$ cat config.mk
export PLATFORM = sky130hd
export DESIGN_NAME = csync_gen
export DESIGN_NICKNAME = d
export VERILOG_FILES = /design/src/rtl/csync_pkg.sv /design/src/rtl/csync_timebase.sv /design/src/rtl/csync_vseq.sv /design/src/rtl/csync_shaper.sv /design/src/rtl/csync_gen.sv
export SDC_FILE = /design/constraint.sdc
export NUM_CORES = 1
export LEC_CHECK = 0
export ABC_AREA = 1
export BUFFER_PORTS_ARGS = -buffer_cell sky130_fd_sc_hd__buf_2
export CORE_ASPECT_RATIO = 1.75
export CORE_UTILIZATION = 40
export DETAILED_ROUTE_END_ITERATION = 6
export MAX_ROUTING_LAYER = met4
export SYNTH_ARGS = -nofsm -noshare
export SYNTH_HDL_FRONTEND = slang
export SYNTH_SLANG_ARGS = --single-unit
$ cat constraint.sdc
create_clock -name clk_i -period 6.5 [get_ports clk_i]
set_input_delay 0.975 -clock clk_i [delete_from_list [all_inputs] [get_ports clk_i]]
set_output_delay 0.975 -clock clk_i [all_outputs]
set_load 0.005 [all_outputs]
$ cat src/rtl/csync_pkg.sv
package csync_pkg;
  typedef enum logic [1:0] {
    PK_NONE,
    PK_HSYNC,
    PK_EQ,
    PK_BROAD
  } pulse_e;
endpackage

$ cat src/rtl/csync_timebase.sv
module csync_timebase #(
  parameter int HALF_TICKS = 32,
  parameter int LINES      = 625,
  localparam int TW = $clog2(HALF_TICKS),
  localparam int LW = $clog2(LINES)
) (
  input  logic          clk_i,
  input  logic          rst_ni,
  output logic          hl_end_o,
  output logic [TW-1:0] tick_n_o,
  output logic          half_n_o,
  output logic [LW-1:0] line_n_o,
  output logic          fstart_n_o,
  output logic          fstart_o
);
  localparam logic [TW-1:0] TICK_LAST  = TW'(HALF_TICKS - 1);
  localparam logic [LW-1:0] LINE_LAST  = LW'(LINES - 1);
  localparam logic [LW-1:0] FIELD_LINE = LW'(LINES / 2);

  logic [TW-1:0] tick_q;
  logic          half_q;
  logic [LW-1:0] line_q;

  function automatic logic at_fs(input logic [TW-1:0] t, input logic h, input logic [LW-1:0] l);
    return (t == '0) && ((l == '0 && !h) || (l == FIELD_LINE && h));
  endfunction

  always_comb begin
    hl_end_o = (tick_q == TICK_LAST);
    tick_n_o = hl_end_o ? '0 : tick_q + 1'b1;
    half_n_o = hl_end_o ? ~half_q : half_q;
    line_n_o = line_q;
    if (hl_end_o && half_q)
      line_n_o = (line_q == LINE_LAST) ? '0 : line_q + 1'b1;
    fstart_n_o = at_fs(tick_n_o, half_n_o, line_n_o);
    fstart_o   = at_fs(tick_q, half_q, line_q);
  end

  always_ff @(posedge clk_i or negedge rst_ni) begin
    if (!rst_ni) begin
      tick_q <= '0;
      half_q <= 1'b0;
      line_q <= '0;
    end else begin
      tick_q <= tick_n_o;
      half_q <= half_n_o;
      line_q <= line_n_o;
    end
  end


  line_wrap_chk: assert property (@(posedge clk_i) disable iff (!rst_ni)
    (line_q == LINE_LAST && half_q && hl_end_o) |=> (line_q == '0));


  line_range_chk: assert property (@(posedge clk_i) disable iff (!rst_ni)
    line_q <= LINE_LAST);
endmodule

$ cat src/rtl/csync_vseq.sv
module csync_vseq
  import csync_pkg::*;
#(
  parameter int PRE_EQ  = 5,
  parameter int BROAD_N = 5,
  parameter int POST_EQ = 5,
  localparam int SEQ_LEN = PRE_EQ + BROAD_N + POST_EQ,
  localparam int IW      = $clog2(SEQ_LEN)
) (
  input  logic   clk_i,
  input  logic   rst_ni,
  input  logic   start_i,
  input  logic   hl_end_i,
  input  logic   fstart_n_i,
  input  logic   fstart_i,
  input  logic   half_n_i,
  output pulse_e kind_n_o,
  output logic   done_o
);
  localparam logic [IW-1:0] IDX_LAST  = IW'(SEQ_LEN - 1);
  localparam logic [IW-1:0] PRE_END   = IW'(PRE_EQ);
  localparam logic [IW-1:0] BROAD_END = IW'(PRE_EQ + BROAD_N);

  logic          armed_q, act_q, done_q;
  logic [IW-1:0] idx_q;
  logic          armed_n, act_n, done_n, arm_eff;
  logic [IW-1:0] idx_n;

  always_comb begin
    arm_eff = armed_q | start_i;
    armed_n = arm_eff;
    act_n   = act_q;
    idx_n   = idx_q;
    done_n  = 1'b0;
    if (hl_end_i) begin
      if (act_q) begin
        if (idx_q == IDX_LAST) begin
          act_n  = 1'b0;
          done_n = 1'b1;
        end else begin
          idx_n = idx_q + 1'b1;
        end
      end else if (fstart_n_i && arm_eff) begin
        act_n   = 1'b1;
        idx_n   = '0;
        armed_n = 1'b0;
      end
    end
    if (act_n) begin
      if (idx_n < PRE_END)        kind_n_o = PK_EQ;
      else if (idx_n < BROAD_END) kind_n_o = PK_BROAD;
      else                        kind_n_o = PK_EQ;
    end else begin
      kind_n_o = half_n_i ? PK_NONE : PK_HSYNC;
    end
  end

  // reset counts as an armed start: field 0 opens with its vertical sequence
  always_ff @(posedge clk_i or negedge rst_ni) begin
    if (!rst_ni) begin
      armed_q <= 1'b0;
      act_q   <= 1'b1;
      idx_q   <= '0;
      done_q  <= 1'b0;
    end else begin
      armed_q <= armed_n;
      act_q   <= act_n;
      idx_q   <= idx_n;
      done_q  <= done_n;
    end
  end

  assign done_o = done_q;


  done_single_chk: assert property (@(posedge clk_i) disable iff (!rst_ni)
    done_q |=> !done_q);


  done_end_chk: assert property (@(posedge clk_i) disable iff (!rst_ni)
    done_q |-> (!act_q && $past(act_q)));


  seq_at_boundary_chk: assert property (@(posedge clk_i) disable iff (!rst_ni)
    $rose(act_q) |-> fstart_i);


  seq_armed_chk: assert property (@(posedge clk_i) disable iff (!rst_ni)
    $rose(act_q) |-> $past(armed_q || start_i));
endmodule

$ cat src/rtl/csync_shaper.sv
module csync_shaper
  import csync_pkg::*;
#(
  parameter int HALF_TICKS  = 32,
  parameter int LINES       = 625,
  parameter int HSYNC_TICKS = 5,
  parameter int EQ_TICKS    = 2,
  parameter int BACK_TICKS  = 6,
  parameter int FRONT_TICKS = 2,
  parameter int BLANK_LINES = 25,
  localparam int TW = $clog2(HALF_TICKS),
  localparam int LW = $clog2(LINES)
) (
  input  logic          clk_i,
  input  logic          rst_ni,
  input  pulse_e        kind_n_i,
  input  logic [TW-1:0] tick_n_i,
  input  logic          half_n_i,
  input  logic [LW-1:0] line_n_i,
  output logic          csync_o,
  output logic          active_o,
  output logic [LW-1:0] line_o,
  output logic          field_o
);
  localparam logic [TW-1:0] W_HS    = TW'(HSYNC_TICKS);
  localparam logic [TW-1:0] W_EQ    = TW'(EQ_TICKS);
  localparam logic [TW-1:0] W_BROAD = TW'(HALF_TICKS - HSYNC_TICKS);
  localparam logic [TW-1:0] VIS_LO  = TW'(HSYNC_TICKS + BACK_TICKS);
  localparam logic [TW-1:0] VIS_HI  = TW'(HALF_TICKS - FRONT_TICKS);
  localparam logic [LW-1:0] FLINE   = LW'(LINES / 2);
  localparam logic [LW-1:0] BL0     = LW'(BLANK_LINES);
  localparam logic [LW-1:0] BL1     = LW'(LINES / 2 + BLANK_LINES);

  logic [TW-1:0] low_w;
  logic          csync_n, active_n, field_n, vbi_n, vis_n;

  always_comb begin
    unique case (kind_n_i)
      PK_HSYNC: low_w = W_HS;
      PK_EQ:    low_w = W_EQ;
      PK_BROAD: low_w = W_BROAD;
      default:  low_w = '0;
    endcase
    csync_n  = !(tick_n_i < low_w);
    field_n  = (line_n_i > FLINE) || (line_n_i == FLINE && half_n_i);
    vbi_n    = (line_n_i < BL0) || (line_n_i >= FLINE && line_n_i < BL1);
    vis_n    = half_n_i ? (tick_n_i < VIS_HI) : (tick_n_i >= VIS_LO);
    active_n = !vbi_n && vis_n;
  end

  always_ff @(posedge clk_i or negedge rst_ni) begin
    if (!rst_ni) begin
      csync_o  <= 1'b0;
      active_o <= 1'b0;
      line_o   <= '0;
      field_o  <= 1'b0;
    end else begin
      csync_o  <= csync_n;
      active_o <= active_n;
      line_o   <= line_n_i;
      field_o  <= field_n;
    end
  end


  sync_blank_chk: assert property (@(posedge clk_i) disable iff (!rst_ni)
    !csync_o |-> !active_o);
endmodule

$ cat src/rtl/csync_gen.sv
module csync_gen
  import csync_pkg::*;
#(
  parameter int HALF_TICKS  = 32,
  parameter int LINES       = 625,
  parameter int HSYNC_TICKS = 5,
  parameter int EQ_TICKS    = 2,
  parameter int BACK_TICKS  = 6,
  parameter int FRONT_TICKS = 2,
  parameter int BLANK_LINES = 25,
  parameter int PRE_EQ      = 5,
  parameter int BROAD_N     = 5,
  parameter int POST_EQ     = 5,
  localparam int TW = $clog2(HALF_TICKS),
  localparam int LW = $clog2(LINES)
) (
  input  logic          clk_i,
  input  logic          rst_ni,
  input  logic          vsync_start_i,
  output logic          csync_o,
  output logic          active_o,
  output logic [LW-1:0] line_o,
  output logic          field_o,
  output logic          vsync_done_o
);
  logic          hl_end, half_n, fstart_n, fstart_c;
  logic [TW-1:0] tick_n;
  logic [LW-1:0] line_n;
  pulse_e        kind_n;

  csync_timebase #(.HALF_TICKS(HALF_TICKS), .LINES(LINES)) u_tb (
    .clk_i, .rst_ni,
    .hl_end_o(hl_end), .tick_n_o(tick_n), .half_n_o(half_n), .line_n_o(line_n),
    .fstart_n_o(fstart_n), .fstart_o(fstart_c)
  );

  csync_vseq #(.PRE_EQ(PRE_EQ), .BROAD_N(BROAD_N), .POST_EQ(POST_EQ)) u_seq (
    .clk_i, .rst_ni,
    .start_i(vsync_start_i), .hl_end_i(hl_end), .fstart_n_i(fstart_n),
    .fstart_i(fstart_c), .half_n_i(half_n), .kind_n_o(kind_n), .done_o(vsync_done_o)
  );

  csync_shaper #(
    .HALF_TICKS(HALF_TICKS), .LINES(LINES), .HSYNC_TICKS(HSYNC_TICKS),
    .EQ_TICKS(EQ_TICKS), .BACK_TICKS(BACK_TICKS), .FRONT_TICKS(FRONT_TICKS),
    .BLANK_LINES(BLANK_LINES)
  ) u_shp (
    .clk_i, .rst_ni,
    .kind_n_i(kind_n), .tick_n_i(tick_n), .half_n_i(half_n), .line_n_i(line_n),
    .csync_o, .active_o, .line_o, .field_o
  );


  field_edge_chk: assert property (@(posedge clk_i) disable iff (!rst_ni)
    (field_o != $past(field_o)) |-> fstart_c);
endmodule

==> impl_metrics.ini <==
[synth]
mapped_nets = 255
most_common_flop_cell_mapped_by_yosys = sky130_fd_sc_hd__dfrtp_1
yosys.area.top_type = sky130_fd_sc_hd__dfrtp_1
synth_area_per_cell_um2 = 7.51
synth_sequential_area_ratio_pct = 36.0
ys_seq_elements = 26
synth-edff-count = 0
ys_warn_count = 0
synth.area.top_cells = sky130_fd_sc_hd__dfrtp_1 35%, sky130_fd_sc_hd__nand2_1 12%, sky130_fd_sc_hd__ha_1 7.6%, sky130_fd_sc_hd__inv_1 6.2%, sky130_fd_sc_hd__nor2_1 5.6%
synth.cell_area_um2 = 1810
yosysMostFrequentCell = sky130_fd_sc_hd__nand2_1
post_synthesis_cell_type_count = 34
post_synth_most_frequent_cells = 58 x sky130_fd_sc_hd__nand2_1, 30 x sky130_fd_sc_hd__inv_1, 27 x sky130_fd_sc_hd__nor2_1
synth.top_cell.area_share_pct = 34.6
syn-instance-count = 241
ys_async_sr_fraction_pct = 100

[detailed_routing]
routed-via-count = 1584
final_antenna_net_count = 0
avgViaCountPerCell = 5.11
total_iterations_of_the_first_detailed_routing_run = 4
drcViolationCount = 0
drt_wl_total_um = 3940
detail_route.wl_per_cell_um = 12.7
first_iter_violations = 43

[sta]
final-hold-violation-count = 0
timing.setup.tns_ns = 0
max_slew_margin_pct = 49.2
fin_skew_ns = 0.00258
setup_repair_after_global_routing_missed_its_margin = false
final-max-slew-violation-count = 0
achievable-frequency_mhz = 247
slew_at_the_pin_closest_to_its_max_slew_limit_ns = 0.755
share_of_the_cycle_needed_by_the_critical_path_after_routing_pct = 62.3
setup-violations-final = 0
crit_path_time_final_ns = 4.05

[cts]
total_of_cells_resized_after_clock_tree_synthesis = 0
post_cts_buffers = 0
worst_setup_hold_path_clk_slew_ns = 0.09
tritoncts.num_buffers = 3
clkSinkCount = 26
clockBufferDepth = 2
tritoncts = yes
buffer_cell_driving_the_clock_tree_root = sky130_fd_sc_hd__clkbuf_8
holdBufCountCts = 0
clock_latency_ns = 0.27
htree_levels = 1

[floorplan]
floorplan.io_pins = 17
die_area_um2 = 4810
floorplan.initialDensity_pct = 41.5
core_um2 = 4360
die_w_um = 52.9
die_y_um = 91
placementRows = 32

[global_routing]
maximum_number_of_pins_on_one_net_before_global_route_repair = 27
grt_usage_pct = 19.6
first_pass_grt_wire_length_um = 6800
first_global_vias = 1555
grt-ovfl-total = 0
antenna_found_initial = 0

[run_status]
outcome = complete, no violations

[power_and_ir_drop]
power_density_nw_per_um2 = 148
power.static_leakage_nw = 1.08
power_consumption_w = 0.000298
vdd_drop_max_v = 0.000152

[setup_path]
crit_arrival_ns = 4.21
startpoint_class = register
worst-endpoint-required_ns = 6.66
worstSetupEndpointType = register
crit_path_kind = reg -> reg
ff2ff_path_depth = 24
worst-path-max-fanout = 13

[placement]
globalplace.congestion = 0.918
buffer_ports.inserted = 16
place.detailed.hpwl_um = 3210

[layout]
nets = 274
area.growth.synth_to_final_pct = 11.2
fraction_of_layout_cells_with_a_size_suffix_above_1_pct = 22.8
fillCellCount = 464
regMostFlops = u_shp.line_o
largestRegisters = u_shp.line_o x10, u_tb.tick_q x5, u_seq.idx_q x4
antenna_cells_inserted = 0
largest_register_ff_count = 10

[worst_hold_path]
worstHoldPathCells = 1
min_path_type = reg -> reg

[job]
cap_viol_max_count = 0
==> critical path: stages (launching register included) <==
cell	delay, ns
sky130_fd_sc_hd__dfrtp_1	0.38
sky130_fd_sc_hd__ha_1	0.19
sky130_fd_sc_hd__and3_1	0.16
sky130_fd_sc_hd__ha_1	0.31
sky130_fd_sc_hd__ha_1	0.57
sky130_fd_sc_hd__nand3_2	0.20
sky130_fd_sc_hd__o21bai_2	0.16
sky130_fd_sc_hd__nand2_1	0.08
sky130_fd_sc_hd__nor2_2	0.16
sky130_fd_sc_hd__nand3_1	0.10
sky130_fd_sc_hd__nor2_2	0.15
sky130_fd_sc_hd__nand3_2	0.11
sky130_fd_sc_hd__nand2_2	0.11
sky130_fd_sc_hd__nand3_2	0.09
sky130_fd_sc_hd__nand2_2	0.11
sky130_fd_sc_hd__nand2_1	0.05
sky130_fd_sc_hd__o21ai_1	0.09
sky130_fd_sc_hd__nand2_1	0.06
sky130_fd_sc_hd__nand2_1	0.07
sky130_fd_sc_hd__nand3_1	0.11
sky130_fd_sc_hd__ha_1	0.30
sky130_fd_sc_hd__nand2_1	0.09
sky130_fd_sc_hd__nor2_1	0.05
sky130_fd_sc_hd__a211oi_1	0.17
sky130_fd_sc_hd__nand2_1	0.07
==> cell families after synthesis <==
family / count (synthesis) / synth area share (%)
and+or+nand+nor: 137 / 37.8
buffers and inverters: 41 / 8.78
adders and majority gates: 11 / 7.60
AOI/OAI and AO/OA: 22 / 7.88
xor gates and xnor gates: 4 / 1.94
DFF: 26 / 36.0
==> final cells by class <==
type | instances | area, um2 | area share, %
Multi-Input combinational cell | 174 | 1000 | 49.7
Sequential cell | 26 | 652 | 32.4
Inverter | 39 | 146 | 7.27
Timing Repair Buffer | 16 | 80.1 | 3.98
Tap cell | 51 | 63.8 | 3.17
Clock buffer | 3 | 41.3 | 2.05
Clock inverter | 1 | 30.0 | 1.49
==> routing by layer <==
metal	share of wire, %	global-route usage [%]	wire (um)	vias to the layer above
li1	-	-	-	808
met1	38	19.9	1480	735
met2	58	35.8	2270	29
met3	1.9	2.01	75	12
met4	2.8	8.33	109	0
met5	0	-	0	-
==> worst paths after layout <==
check                               start        endpoint  slack, ns
max                        u_tb.tick_q[0]   u_shp.csync_o       2.45
min                        u_tb.tick_q[0]  u_tb.tick_q[0]       0.48
max reg2reg                u_tb.tick_q[0]   u_shp.csync_o       2.45
min reg2reg                u_tb.tick_q[0]  u_tb.tick_q[0]       0.48
max in group asynchronous          rst_ni     u_seq.act_q       5.44
min in group asynchronous          rst_ni  u_tb.tick_q[1]       0.69
==> placed cells by master (no fill, tap or decap), types with 2 or more instances in the layout <==
cell	synthesis	layout
sky130_fd_sc_hd__nand2_1	58	58
sky130_fd_sc_hd__inv_1	30	30
sky130_fd_sc_hd__nor2_1	27	27
sky130_fd_sc_hd__dfrtp_1	25	25
sky130_fd_sc_hd__nand3_1	17	17
sky130_fd_sc_hd__buf_2	1	16
sky130_fd_sc_hd__ha_1	11	11
sky130_fd_sc_hd__nand2_2	9	9
sky130_fd_sc_hd__nand3_2	8	8
sky130_fd_sc_hd__inv_2	7	7
sky130_fd_sc_hd__nor2_2	6	6
sky130_fd_sc_hd__a21oi_1	5	5
sky130_fd_sc_hd__o21ai_0	4	4
sky130_fd_sc_hd__nor2_4	3	3
sky130_fd_sc_hd__o21ai_1	3	3
sky130_fd_sc_hd__nand4_1	3	3
sky130_fd_sc_hd__clkbuf_8	0	3
sky130_fd_sc_hd__clkinv_1	2	2
sky130_fd_sc_hd__xor2_1	2	2
sky130_fd_sc_hd__xnor2_1	2	2
sky130_fd_sc_hd__nor4_1	2	2
sky130_fd_sc_hd__o311ai_0	2	2
sky130_fd_sc_hd__a31oi_1	2	2
==> metrics by stage <==
step                      hold WS [ns]  std cells  cell area [um2]  worst slack [ns]  util [%]
after floorplan                  0.446        241             1810              3.21         -
after global placement           0.459        306             1940              2.52      44.5
after detailed placement         0.469        306             1940              2.41      44.5
final                            0.481        310             2010              2.45      46.1
after global routing             0.501        310             2010              2.01      46.1
after CTS                        0.482        310             2010              2.39      46.1
==> report_power, final <==
part	internal, W	total, W	switching [W]
clock	0.0000824	0.000133	0.0000510
sequential	0.000162	0.000162	0.00000000000000000000739
combinational	0.000000422	0.00000346	0.00000303
Note: power is estimated with default switching activity, not from simulation.
